### src/rtl/tick_timer_pkg.sv
package tick_timer_pkg;

   localparam int CTRL_W = 8;

   // Control word fields; the bit positions are software visible
   typedef struct packed {
      logic       regsel;      // stored only, no timer function
      logic       irq_off;     // 1 = rollover interrupt masked
      logic       src_ext;     // 1 = count external pin edges
      logic       fall_edge;   // 1 = falling pin edges
      logic       pre_to_wdt;  // 1 = prescaler drives the watchdog
      logic [2:0] ratio;       // divide code
   } ctrl_t;

   localparam logic [CTRL_W-1:0] CTRL_RESET = 8'hFF;

endpackage

### src/rtl/tick_sync_edge.sv
module tick_sync_edge #(
   parameter int STAGES = 2
) (
   input  logic clk,
   input  logic rst_n,
   input  logic pin,
   input  logic fall_sel,
   output logic edge_hit
);
   localparam int LAST = STAGES;

   // chain[0..STAGES-1] are synchronizer flops, chain[LAST] holds the previous value
   logic [LAST:0] chain;

   generate
      if (STAGES < 2) begin : g_bad_stages
         $error("tick_sync_edge: STAGES must be at least 2");
      end
      for (genvar s = 0; s <= LAST; s++) begin : g_stage
         if (s == 0) begin : g_first
            always_ff @(posedge clk or negedge rst_n) begin
               if (!rst_n) chain[s] <= 1'b0;
               else        chain[s] <= pin;
            end
         end else begin : g_next
            always_ff @(posedge clk or negedge rst_n) begin
               if (!rst_n) chain[s] <= 1'b0;
               else        chain[s] <= chain[s-1];
            end
         end
      end
   endgenerate

   logic now_v;
   logic was_v;
   assign now_v = chain[LAST-1];
   assign was_v = chain[LAST];

   always_comb begin
      if (fall_sel) edge_hit = was_v & ~now_v;
      else          edge_hit = now_v & ~was_v;
   end
endmodule

### src/rtl/tick_prescaler.sv
module tick_prescaler #(
   parameter int PS_W = 3
) (
   input  logic                 clk,
   input  logic                 rst_n,
   input  logic                 clr,
   input  logic                 step,
   input  logic [PS_W-1:0]      code,
   input  logic                 to_wdt,
   output logic                 hit,
   output logic [(1<<PS_W)-1:0] pre_cnt
);
   localparam int PRE_W = 1 << PS_W;

   logic [PRE_W-1:0] mask;

   // Watchdog side divides by 2^code, counter side by 2^(code+1)
   generate
      if (PS_W < 1 || PS_W > 5) begin : g_bad_ps
         $error("tick_prescaler: PS_W out of range");
      end
      for (genvar i = 0; i < PRE_W; i++) begin : g_mask
         always_comb begin
            if (to_wdt) mask[i] = (code >  PS_W'(i));
            else        mask[i] = (code >= PS_W'(i));
         end
      end
   endgenerate

   assign hit = step && ((pre_cnt & mask) == mask);

   always_ff @(posedge clk or negedge rst_n) begin
      if (!rst_n)     pre_cnt <= '0;
      else if (clr)   pre_cnt <= '0;
      else if (step)  pre_cnt <= pre_cnt + 1'b1;
   end
endmodule

### src/rtl/tick_counter.sv
module tick_counter #(
   parameter int CNT_W = 8
) (
   input  logic             clk,
   input  logic             rst_n,
   input  logic             load,
   input  logic [CNT_W-1:0] load_val,
   input  logic             step,
   output logic [CNT_W-1:0] cnt,
   output logic             wrap
);
   generate
      if (CNT_W < 2) begin : g_bad_w
         $error("tick_counter: CNT_W must be at least 2");
      end
   endgenerate

   // Rollover only from a real step, never from a load
   assign wrap = step & ~load & (&cnt);

   always_ff @(posedge clk or negedge rst_n) begin
      if (!rst_n)     cnt <= '0;
      else if (load)  cnt <= load_val;
      else if (step)  cnt <= cnt + 1'b1;
   end
endmodule

### src/rtl/tick_watchdog.sv
module tick_watchdog #(
   parameter int WDT_W = 8
) (
   input  logic clk,
   input  logic rst_n,
   input  logic clr,
   input  logic step,
   output logic timeout
);
   logic [WDT_W-1:0] wcnt;
   logic             wrap_now;

   generate
      if (WDT_W < 2) begin : g_bad_w
         $error("tick_watchdog: WDT_W must be at least 2");
      end
   endgenerate

   assign wrap_now = step & ~clr & (&wcnt);

   always_ff @(posedge clk or negedge rst_n) begin
      if (!rst_n) begin
         wcnt    <= '0;
         timeout <= 1'b0;
      end else begin
         timeout <= wrap_now;
         if (clr)       wcnt <= '0;
         else if (step) wcnt <= wcnt + 1'b1;
      end
   end
endmodule

### src/rtl/tick_timer.sv
module tick_timer
   import tick_timer_pkg::*;
#(
   parameter int CNT_W       = 8,
   parameter int PS_W        = 3,
   parameter int WDT_W       = 8,
   parameter int SYNC_STAGES = 2,
   parameter bit FREEZE_HI   = 1'b0
) (
   input  logic              clk,
   input  logic              rst_n,
   input  logic              cyc_en,
   input  logic              ext_pin,
   input  logic              opt_wr,
   input  logic [CTRL_W-1:0] opt_wdata,
   input  logic              cnt_wr,
   input  logic [CNT_W-1:0]  cnt_wdata,
   input  logic              wdt_clr,
   output logic              irq,
   output logic              wdt_timeout,
   output logic [CNT_W-1:0]  cnt_q,
   output logic [CTRL_W-1:0] opt_q
);
   localparam int PRE_W = 1 << PS_W;

   generate
      if (PS_W != 3) begin : g_bad_code
         $error("tick_timer: the control word holds a 3-bit divide code");
      end
   endgenerate

   // Control word storage; the top two bits are optional
   logic [5:0] ctrl_lo;
   logic [1:0] ctrl_hi;

   always_ff @(posedge clk or negedge rst_n) begin
      if (!rst_n)      ctrl_lo <= CTRL_RESET[5:0];
      else if (opt_wr) ctrl_lo <= opt_wdata[5:0];
   end

   generate
      if (FREEZE_HI) begin : g_hi_fixed
         assign ctrl_hi = 2'b11;
      end else begin : g_hi_store
         always_ff @(posedge clk or negedge rst_n) begin
            if (!rst_n)      ctrl_hi <= CTRL_RESET[7:6];
            else if (opt_wr) ctrl_hi <= opt_wdata[7:6];
         end
      end
   endgenerate

   ctrl_t ctrl;
   assign opt_q = {ctrl_hi, ctrl_lo};
   assign ctrl  = ctrl_t'(opt_q);

   // Source selection
   logic pin_edge;
   logic src_evt;

   tick_sync_edge #(.STAGES(SYNC_STAGES)) u_sync (
      .clk      (clk),
      .rst_n    (rst_n),
      .pin      (ext_pin),
      .fall_sel (ctrl.fall_edge),
      .edge_hit (pin_edge)
   );

   assign src_evt = ctrl.src_ext ? pin_edge : cyc_en;

   // Shared prescaler
   logic             pre_step;
   logic             pre_hit;
   logic             pre_clr;
   logic [PRE_W-1:0] pre_cnt;

   assign pre_step = ctrl.pre_to_wdt ? cyc_en : src_evt;
   assign pre_clr  = opt_wr | (wdt_clr & ctrl.pre_to_wdt);

   tick_prescaler #(.PS_W(PS_W)) u_pre (
      .clk     (clk),
      .rst_n   (rst_n),
      .clr     (pre_clr),
      .step    (pre_step),
      .code    (ctrl.ratio),
      .to_wdt  (ctrl.pre_to_wdt),
      .hit     (pre_hit),
      .pre_cnt (pre_cnt)
   );

   // Event counter
   logic cnt_step;
   logic cnt_wrap;

   assign cnt_step = ctrl.pre_to_wdt ? src_evt : pre_hit;

   tick_counter #(.CNT_W(CNT_W)) u_cnt (
      .clk      (clk),
      .rst_n    (rst_n),
      .load     (cnt_wr),
      .load_val (cnt_wdata),
      .step     (cnt_step),
      .cnt      (cnt_q),
      .wrap     (cnt_wrap)
   );

   always_ff @(posedge clk or negedge rst_n) begin
      if (!rst_n) irq <= 1'b0;
      else        irq <= cnt_wrap & ~ctrl.irq_off;
   end

   // Watchdog
   logic wdt_step;
   assign wdt_step = ctrl.pre_to_wdt ? pre_hit : cyc_en;

   tick_watchdog #(.WDT_W(WDT_W)) u_wdt (
      .clk     (clk),
      .rst_n   (rst_n),
      .clr     (wdt_clr),
      .step    (wdt_step),
      .timeout (wdt_timeout)
   );
endmodule

### config.mk
export PLATFORM = sky130hd
export DESIGN_NAME = tick_timer
export DESIGN_NICKNAME = d
export VERILOG_FILES = /design/src/rtl/tick_timer_pkg.sv /design/src/rtl/tick_sync_edge.sv /design/src/rtl/tick_prescaler.sv /design/src/rtl/tick_counter.sv /design/src/rtl/tick_watchdog.sv /design/src/rtl/tick_timer.sv
export SDC_FILE = /design/constraint.sdc
export NUM_CORES = 1
export LEC_CHECK = 0
export ABC_AREA = 1
export CORE_UTILIZATION = 50
export DETAILED_ROUTE_END_ITERATION = 16
export DONT_BUFFER_PORTS = 1
export GPL_ROUTABILITY_DRIVEN = 0
export PLACE_DENSITY = 0.63
export SLEW_MARGIN = 20
export SYNTH_ARGS = -nofsm -noshare
export SYNTH_HDL_FRONTEND = slang
export SYNTH_HIERARCHICAL = 1
export SYNTH_SLANG_ARGS = --single-unit
### constraint.sdc
create_clock -name clk -period 6.43 [get_ports clk]
set_input_delay 0.3215 -clock clk [delete_from_list [all_inputs] [get_ports clk]]
set_output_delay 0.3215 -clock clk [all_outputs]
set_load 0.02 [all_outputs]
==> results of run 1 <==
==> cell usage after synthesis, types with 2 or more instances <==
cell type | number | area share (%)
a22oi_1 | 6 | 2.2
nor3_1 | 4 | 0.96
dfstp_2 | 8 | 10
inv_1 | 39 | 7.0
ha_1 | 3 | 1.8
nand3_1 | 25 | 6.0
o21ai_0 | 5 | 1.2
nor2_1 | 16 | 2.9
nor2_4 | 5 | 2.7
o21bai_1 | 2 | 0.72
nor2_2 | 5 | 1.5
nand4_1 | 2 | 0.60
nand2_2 | 5 | 1.5
inv_2 | 7 | 1.3
nand3_2 | 2 | 0.96
a21oi_1 | 3 | 0.72
buf_6 | 2 | 1.1
dfrtp_1 | 29 | 35
o21ai_1 | 7 | 1.7
o21ai_2 | 2 | 0.84
nand2_1 | 86 | 15
==> placed cells by master (no fill, tap or decap), types with 6 or more instances in the layout <==
cell type  netlist  final
o21ai_1          7      7
nor2_1          16     16
inv_1           39     39
dfrtp_1         29     29
clkbuf_8         0      6
dfstp_2          8      8
nand2_1         86     86
inv_2            7      7
a22oi_1          6      6
nand3_1         25     25
==> kinds of logic (layout without fill, tap and decap cells) <==
| group | count (synthesis) | in the layout | share of synthesized area [%] |
|---|---|---|---|
| AND/OR/NAND/NOR | 155 | 155 | 35.1 |
| flip-flops | 37 | 37 | 44.8 |
| AO/OA/AOI/OAI | 28 | 28 | 8.51 |
| adder cells (fa/ha/maj) | 3 | 3 | 1.80 |
| buffers and inverters | 50 | 58 | 9.83 |
==> layout make-up <==
cell class,instances,area (um2),share of cell area (%)
clock buffers,6,82.6,3.62
clock inverters,2,37.5,1.65
inverters,48,183,8.02
multi-input cells,186,947,41.6
flip-flops and latches,37,936,41.1
well taps,50,62.6,2.75
repair buffers,2,30.0,1.32
==> worst max-delay path, cell delays in order (launching register included) <==
cell and delay, ps:
dfstp_2 610, nand3_1 90, nand2_1 70, inv_1 40, nand2_1 80, nand3_2 80, nand2_2 110, nand3_1 90
nor2_1 80, nand2_1 50, inv_1 70, nand2_1 50, o21ai_0 250, nand2_2 180, nor3_2 220, nand2_1 70
a21oi_1 130
==> metal layers <==
| layer | track usage [%] | up-vias |
|---|---|---|
| met5 | 0 | - |
| met4 | 4.79 | 0 |
| met3 | 5.14 | 4 |
| met2 | 31.7 | 35 |
| met1 | 30.6 | 772 |
| li1 | - | 871 |
==> path summary, 6_finish.rpt <==
check                                start          endpoint  slack [ps]  cells past startpoint
setup / recovery                ctrl_lo[4]     u_wdt/wcnt[5]        4090                     16
hold / removal                     ext_pin   u_sync/chain[0]          60                      0
setup reg to reg                ctrl_lo[4]     u_wdt/wcnt[5]        4090                     16
hold reg to reg            u_sync/chain[0]      u_sync/now_v         360                      0
max in group asynchronous            rst_n        ctrl_lo[4]        5670                      2
min in group asynchronous            rst_n  u_pre/pre_cnt[5]         500                      2
==> metrics by stage <==
stage                     setup slack (ps)  hold WS, ps
after floorplan                       4300         25.9
after global placement                4190         26.9
after detailed placement              4110         27.0
after CTS                             4090         48.9
after global routing                  3800         42.0
final                                 4090         62.8
==> timing repair <==
| item | CTS | global route |
|---|---|---|
| endpoints found under the setup margin | 0 | 0 |
| hold buffers | 2 | 0 |
| endpoints found under the hold margin | 37 | 0 |
==> power by group <==
group / internal [mW] / switching [mW] / total (mW)
clock: 0.126 / 0.0835 / 0.210
sequential: 0.251 / 0.0351 / 0.286
combinational: 0.0244 / 0.0429 / 0.0674
total: 0.401 / 0.161 / 0.563
==> registers in the layout, summed over array words and instances (netlist names) <==
name	count
u_pre/pre_cnt	8
u_sync/now_v	1
u_sync/chain	1
u_cnt/cnt	8
ctrl_lo	6
u_wdt/timeout	1
irq	1
u_wdt/wcnt	8
u_sync/was_v	1
ctrl_hi	2
==> impl_metrics.py, run 1 <==
metrics = {
    "finish": {
        "synthToLayoutAreaGrowth_pct": 9.11,
        "stdcell_area_um2": 2280,
        "instances_no_fill": 331,
        "antennaDiodeCount": 0,
        "fin_util_pct": 57.0,
        "nFillCells": 377,
        "finish.net_count": 306,
        "drive_gt1_share_pct": 17.1,
    },
    "place": {
        "port_buffers": 0,
        "dp_cells": 321,
        "dp_hpwl_um": 3030,
        "dpl-instance-area_um2": 2130,
    },
    "yosys": {
        "synthArstFlopShare_pct": 100,
        "ys.flop_type": "dfrtp_1",
        "syn_nets": 299,
        "synth_edf_count": 0,
        "ys_types": 31,
        "netlist_area_um2": 2090,
        "synth-seq-area-share_pct": 44.8,
        "synth_seq_cells": 37,
        "postSynthAreaPerCell_um2": 7.65,
        "synthCells": 273,
        "yosys_warnings": 6,
    },
    "drt": {
        "wl_per_cell_um": 12.5,
        "dr_wl_met3_um": 159,
        "vias": 1682,
        "drc": 0,
        "drtAntennaViolNets": 0,
        "dr.pass1.iters": 4,
        "viasPerCell": 5.08,
        "drt-met1-wl_um": 2100,
        "wl_met2_um": 1860,
        "routed.top_layer": "met4",
        "routed_wl_um": 4150,
        "drtIter0Drc": 93,
    },
    "setup_path": {
        "crit_path_end_kind": "register",
        "crit_type": "register to register",
        "worstPathRequired_ps": 6640,
        "crit_fanout": 6,
        "critPathLaunchType": "register",
        "crit_arrival_ps": 2550,
    },
    "floorplan": {
        "rows": 23,
        "ios": 41,
        "die_w_um": 66.6,
        "die_area_um2": 4440,
        "die_y_um": 66.6,
        "start_util_pct": 52.2,
        "design.core.area_um2": 4000,
    },
    "timing": {
        "fin_crit_sh_pct": 36.4,
        "hold_viol_final": 0,
        "clock_skew_ps": 4.79,
        "clock.fmax_mhz": 427,
        "slew_violations": 0,
        "setup_tns_ps": 0,
        "slew_headroom_pct": 58.6,
        "rsz0062_at_grt": "no",
        "finalSetupViolCount": 0,
        "period_needed_ps": 2340,
        "worst_pin_slew_ps": 615,
    },
    "clock_network": {
        "root_buffer": "clkbuf_8",
        "numCtsBuffers": 5,
        "cts_setup_buffers": 0,
        "cts.sinks": 37,
        "clock_latency_ps": 280,
        "clock_path_buffers": 2,
        "clk_pin_slew_worst_paths_ps": 70,
        "post_cts_resized": 0,
        "tritoncts": "yes",
        "h-tree-depth": 2,
    },
    "outcome": {
        "outcome": "finished, final reports clean",
    },
    "grt": {
        "grt_pass1_vias": 1534,
        "grt-ovfl-total": 0,
        "grt_pass1_wl_um": 7040,
        "grt_start_max_net_pins": 38,
        "track_usage_pct": 21.2,
        "antenna_found_initial": 0,
    },
    "power_and_ir_drop": {
        "power.leakage_nw": 1.14,
        "p_per_area_nw_per_um2": 247,
        "peakVddDrop_mv": 0.159,
        "power_mw": 0.563,
    },
    "flow_run": {
        "cap_viol_max_count": 0,
    },
    "worst_hold_path": {
        "hold_class": "primary input to register",
    },
}
(Power assumes the default switching activity.)
==> run 2, diff against run 1 <==
PLACE_DENSITY = 0.66   (was 0.63)
clock period = 2.15 ns   (was 6.43 ns; I/O delays follow)
==> impl_metrics.py, run 2 (synthesis results as in run 1) <==
metrics = {
    "clock_network": {
        "h-tree-depth": 2,
        "tritoncts": "yes",
        "clk_pin_slew_worst_paths_ps": 70,
        "clock_path_buffers": 2,
        "numCtsBuffers": 5,
        "root_buffer": "clkbuf_8",
        "clock_latency_ps": 290,
        "cts.sinks": 37,
    },
    "power_and_ir_drop": {
        "p_sw_mw": 0.488,
        "power.share.clock_pct": 30.4,
        "power_mw": 1.62,
        "peakVddDrop_mv": 0.433,
        "sw_frac_of_total_pct": 30.2,
        "power.leakage_nw": 1.27,
        "power_frac_comb_pct": 17.4,
        "seqPwrFrac_pct": 52.2,
        "p_int_mw": 1.13,
        "p_per_area_nw_per_um2": 638,
    },
    "timing": {
        "hold_viol_final": 0,
        "slew_headroom_pct": 68.5,
        "clock.fmax_mhz": 510,
        "clock_skew_ps": 7.77,
        "fin_crit_sh_pct": 91.2,
        "layout_setup_ws_ps": 190,
        "period_needed_ps": 1960,
        "hold_slack_ps": 33.5,
        "worst_pin_slew_ps": 470,
        "slew_violations": 0,
        "finalSetupViolCount": 0,
    },
    "finish": {
        "finish.net_count": 334,
        "layout_common_cells": "nand2_1 (84), inv_1 (39), dfrtp_1 (29)",
        "final_common_cell": "nand2_1",
        "reg_top3": "u_cnt/cnt x8, u_pre/pre_cnt x8, u_wdt/wcnt x8",
        "antennaDiodeCount": 0,
        "drive_gt1_share_pct": 19.1,
        "synthToLayoutAreaGrowth_pct": 21.5,
    },
    "floorplan": {
        "ios": 41,
        "die_w_um": 66.6,
        "rows": 23,
        "die_area_um2": 4440,
        "die_y_um": 66.6,
        "start_util_pct": 52.2,
        "design.core.area_um2": 4000,
    },
    "setup_path": {
        "r2r_end": "u_wdt/wcnt[7]",
        "crit_type": "register to register",
        "crit_path_top_delay_cell": "dfstp_2",
        "startpoint": "ctrl_lo[4]",
        "crit_chain": "nand3_2, nand2_1, inv_1, nand2_2, nand3_2, nand2_2, nand3_2, nor2_1, nand2_1, inv_1, nand2_1, o21ai_2, nand2_2, nor2_4, nand3_2, nand2_1, inv_1, nor2_1",
        "endpoint": "u_wdt/wcnt[7]",
        "path_buf_inv": 3,
        "regToRegSetupSlack_ps": 190,
        "crit_path_end_kind": "register",
        "critPathLaunchType": "register",
        "r2r_cells": 18,
        "critPathTopFamily": "simple AND/OR/NAND/NOR gates",
        "crit_fanout": 4,
        "worstPathRequired_ps": 2370,
        "crit_arrival_ps": 2180,
        "regToRegStartpoint": "ctrl_lo[4]",
        "crit_path_max_incr_delay_ps": 560,
        "cp.depth": 18,
    },
    "worst_hold_path": {
        "hold_class": "primary input to register",
    },
    "drt": {
        "drtAntennaViolNets": 0,
        "vias": 1809,
        "wl_per_cell_um": 12.8,
        "viasPerCell": 5.04,
        "dr.pass1.iters": 4,
        "drc": 0,
        "routed_wl_um": 4590,
        "drtIter0Drc": 118,
    },
    "grt": {
        "grt-ovfl-total": 0,
        "grt_pass1_vias": 1715,
        "grt_pass1_wl_um": 7770,
        "grt_start_max_net_pins": 38,
        "antenna_found_initial": 0,
        "track_usage_pct": 23.6,
    },
    "flow_run": {
        "cap_viol_max_count": 0,
    },
    "place": {
        "dp_hpwl_um": 3140,
        "place_ws_ps": 135,
        "port_buffers": 0,
    },
    "outcome": {
        "outcome": "finished, final reports clean",
    },
}
## run 2: repair_timing
action,4_1_cts,5_1_grt
hold buffers,22,0
setup buffers,0,2
setup endpoints to repair,0,9
gates resized for setup,0,8
endpoints found under the hold margin,55,0
## run 2: metrics by stage
step           util, %  std cells  setup TNS [ps]  cell area (um2)
4_1_cts           62.3        357               0             2490
2_1_floorplan        -        273               0             2090
5_1_grt           63.4        359           -3.60             2540
6_report          63.4        359               0             2540
3_3_place_gp      54.3        327               0             2170
3_5_place_dp      54.3        327               0             2170
## run 2: cell type report
| class | instances | area [um2] |
|---|---|---|
| multi-input combinational | 186 | 972 |
| tap | 50 | 62.6 |
| inverter | 48 | 183 |
| sequential | 37 | 936 |
| fill | 355 | 1460 |
| timing repair buffer | 30 | 294 |
| clock buffer | 8 | 90.1 |
## run 2: worst min-delay path by stage
stage,cells after the start,slack [ps],to,start
after global routing,3,60,u_wdt/wcnt[7],wdt_clr
after global placement,0,-190,u_wdt/wcnt[7],rst_n
after CTS,3,10,u_cnt/cnt[1],cnt_wr
after floorplan,0,-190,irq,rst_n
after detailed placement,0,-190,u_wdt/wcnt[7],rst_n
final,3,30,u_cnt/cnt[1],cnt_wr
## run 2: metal layers
layer	track usage, %	part of all wire [%]
met2	37.8	48
met5	0	0
met1	30.5	47
met4	7.45	1.2
met3	6.85	3.8
## run 2: power by group through the flow
stage | Combinational, mW | Sequential [mW] | Clock [mW]
floorplan | 0.162 | 0.851 | 0
global placement | 0.207 | 0.856 | 0
detailed placement | 0.211 | 0.856 | 0
CTS | 0.267 | 0.843 | 0.511
global route | 0.319 | 0.856 | 0.534
finish | 0.281 | 0.845 | 0.492
## run 2: worst reg2reg max path, delay by kind of cell, from the launching register on
kind                   cells  cell delay [ps]
AO/OA/AOI/OAI              1               80
buffers and inverters      3              130
flip-flops                 1              560
AND/OR/NAND/NOR           14             1120
==> run 3, diff against run 2 <==
PLACE_DENSITY = 0.63   (was 0.66)
TNS_END_PERCENT = 1   (was default)
clock period = 2.5 ns   (was 2.15 ns; I/O delays follow)
==> impl_metrics.py, run 3 (synthesis results as in run 1) <==
metrics = {
    "outcome": {
        "outcome": "finished, final reports clean",
    },
    "power_and_ir_drop": {
        "peakVddDrop_mv": 0.405,
        "power_mw": 1.34,
        "p_per_area_nw_per_um2": 553,
        "power.leakage_nw": 1.21,
    },
    "drt": {
        "viasPerCell": 5.11,
        "drc": 0,
        "vias": 1790,
        "dr.pass1.iters": 4,
        "wl_per_cell_um": 13.2,
        "routed_wl_um": 4620,
        "drtIter0Drc": 119,
        "drtAntennaViolNets": 0,
    },
    "clock_network": {
        "tritoncts": "yes",
        "h-tree-depth": 2,
        "numCtsBuffers": 5,
        "clk_pin_slew_worst_paths_ps": 70,
        "cts.sinks": 37,
        "clock_path_buffers": 2,
        "clock_latency_ps": 290,
        "cts_setup_buffers": 0,
        "root_buffer": "clkbuf_8",
    },
    "grt": {
        "grt_start_max_net_pins": 38,
        "grt-ovfl-total": 0,
        "antenna_found_initial": 0,
        "grt_pass1_wl_um": 7390,
        "grt_pass1_vias": 1614,
        "track_usage_pct": 22.7,
    },
    "setup_path": {
        "worstPathRequired_ps": 2720,
        "crit_type": "register to register",
        "crit_chain": "nand3_1, nand2_1, inv_1, nand2_1, nand3_2, nand2_2, nand3_1, nor2_1, nand2_1, inv_1, nand2_1, o21ai_2, nand2_2, nor2_4, nand3_2, nand2_1, inv_1, nor2_1",
        "crit_path_frequent_cell": "nand2_1",
        "crit_path_max_incr_delay_ps": 620,
        "crit_path_top_delay_cell": "dfstp_2",
        "critPathTopFamily": "simple AND/OR/NAND/NOR gates",
        "path_buf_inv": 3,
        "crit_fanout": 6,
        "critPathLaunchType": "register",
        "crit_arrival_ps": 2410,
        "crit_path_end_kind": "register",
    },
    "flow_run": {
        "cap_viol_max_count": 0,
    },
    "timing": {
        "setup_tns_ps": 0,
        "slew_headroom_pct": 67.3,
        "rsz0062_at_grt": "no",
        "hold_viol_final": 0,
        "clock.fmax_mhz": 456,
        "hold_slack_ps": 10.4,
        "slew_violations": 0,
        "period_needed_ps": 2190,
        "finalSetupViolCount": 0,
        "worst_pin_slew_ps": 488,
        "fin_crit_sh_pct": 87.7,
        "clock_skew_ps": 5.05,
    },
    "worst_hold_path": {
        "hold_class": "primary input to register",
    },
    "floorplan": {
        "die_w_um": 66.6,
        "die_y_um": 66.6,
        "die_area_um2": 4440,
        "rows": 23,
        "start_util_pct": 52.2,
        "ios": 41,
        "design.core.area_um2": 4000,
    },
    "finish": {
        "nFillCells": 374,
        "antennaDiodeCount": 0,
        "synthToLayoutAreaGrowth_pct": 16.5,
        "fin_util_pct": 60.8,
        "finish.net_count": 325,
        "multiInputGateArea_um2": 951,
        "layout_common_cells": "nand2_1 (86), inv_1 (39), dfrtp_1 (29)",
        "ff_latch_area_um2": 936,
        "final_common_cell": "nand2_1",
        "stdcell_area_um2": 2430,
        "drive_gt1_share_pct": 16.3,
        "reg_top3": "u_cnt/cnt x8, u_pre/pre_cnt x8, u_wdt/wcnt x8",
    },
    "place": {
        "port_buffers": 0,
        "dpl-instance-area_um2": 2140,
        "dp_hpwl_um": 3160,
    },
}
[run 3: changes by cell type in the layout (fill, tap and decap cells not counted), sizes merged]
cell and delta:
buf -7, clkbuf -2, clkinv +2, dlygate4sd3 -2
[run 3: worst register-to-register path, stage by stage (launching register included)]
cell and delay, ps:
dfstp_2 620, nand3_1 90, nand2_1 70, inv_1 30, nand2_1 80, nand3_2 90
nand2_2 110, nand3_1 90, nor2_1 90, nand2_1 50, inv_1 80, nand2_1 70
o21ai_2 120, nand2_2 130, nor2_4 160, nand3_2 70, nand2_1 60, inv_1 30
nor2_1 100
[run 3: final timing paths]
| check | cells after the start | to | from | slack [ps] |
|---|---|---|---|---|
| hold reg to reg | 0 | u_sync/now_v | u_sync/chain[0] | 360 |
| setup reg to reg | 18 | u_wdt/wcnt[7] | ctrl_lo[4] | 310 |
| hold / removal | 2 | u_cnt/cnt[2] | cnt_wdata[2] | 10 |
| min in group asynchronous | 2 | u_cnt/cnt[5] | rst_n | 330 |
| setup / recovery | 18 | u_wdt/wcnt[7] | ctrl_lo[4] | 310 |
| max in group asynchronous | 2 | ctrl_lo[4] | rst_n | 1920 |
[run 3: area by class of cell]
cell class | instances | area share [%]
Tap cell | 50 | 2.57
Multi-Input combinational cell | 186 | 39.1
Timing Repair Buffer | 21 | 8.95
Inverter | 48 | 7.51
Clock inverter | 2 | 0.412
Sequential cell | 37 | 38.5
Clock buffer | 6 | 2.98
[run 3: layer usage]
| layer | global-route usage (%) | wire length, um |
|---|---|---|
| met5 | 0 | 0 |
| met4 | 9.57 | 87 |
| met1 | 30.8 | 2260 |
| met3 | 5.14 | 172 |
| met2 | 34.5 | 2100 |
[run 3: where the power goes]
group / switching [mW] / internal, mW
sequential: 0.0875 / 0.645
clock: 0.207 / 0.193
combinational: 0.128 / 0.0843
[run 3: through the flow]
step                setup slack [ps]  instances
finish                           308        350
global route                    20.3        350
CTS                              132        350
detailed placement               160        322
global placement                 255        322
floorplan                        375        273
[run 3: what timing repair did]
item | in CTS | in global routing
hold buffers | 20 | 0
endpoints found under the hold margin | 54 | 0
resized for setup | 0 | 2
setup endpoints to repair | 0 | 4
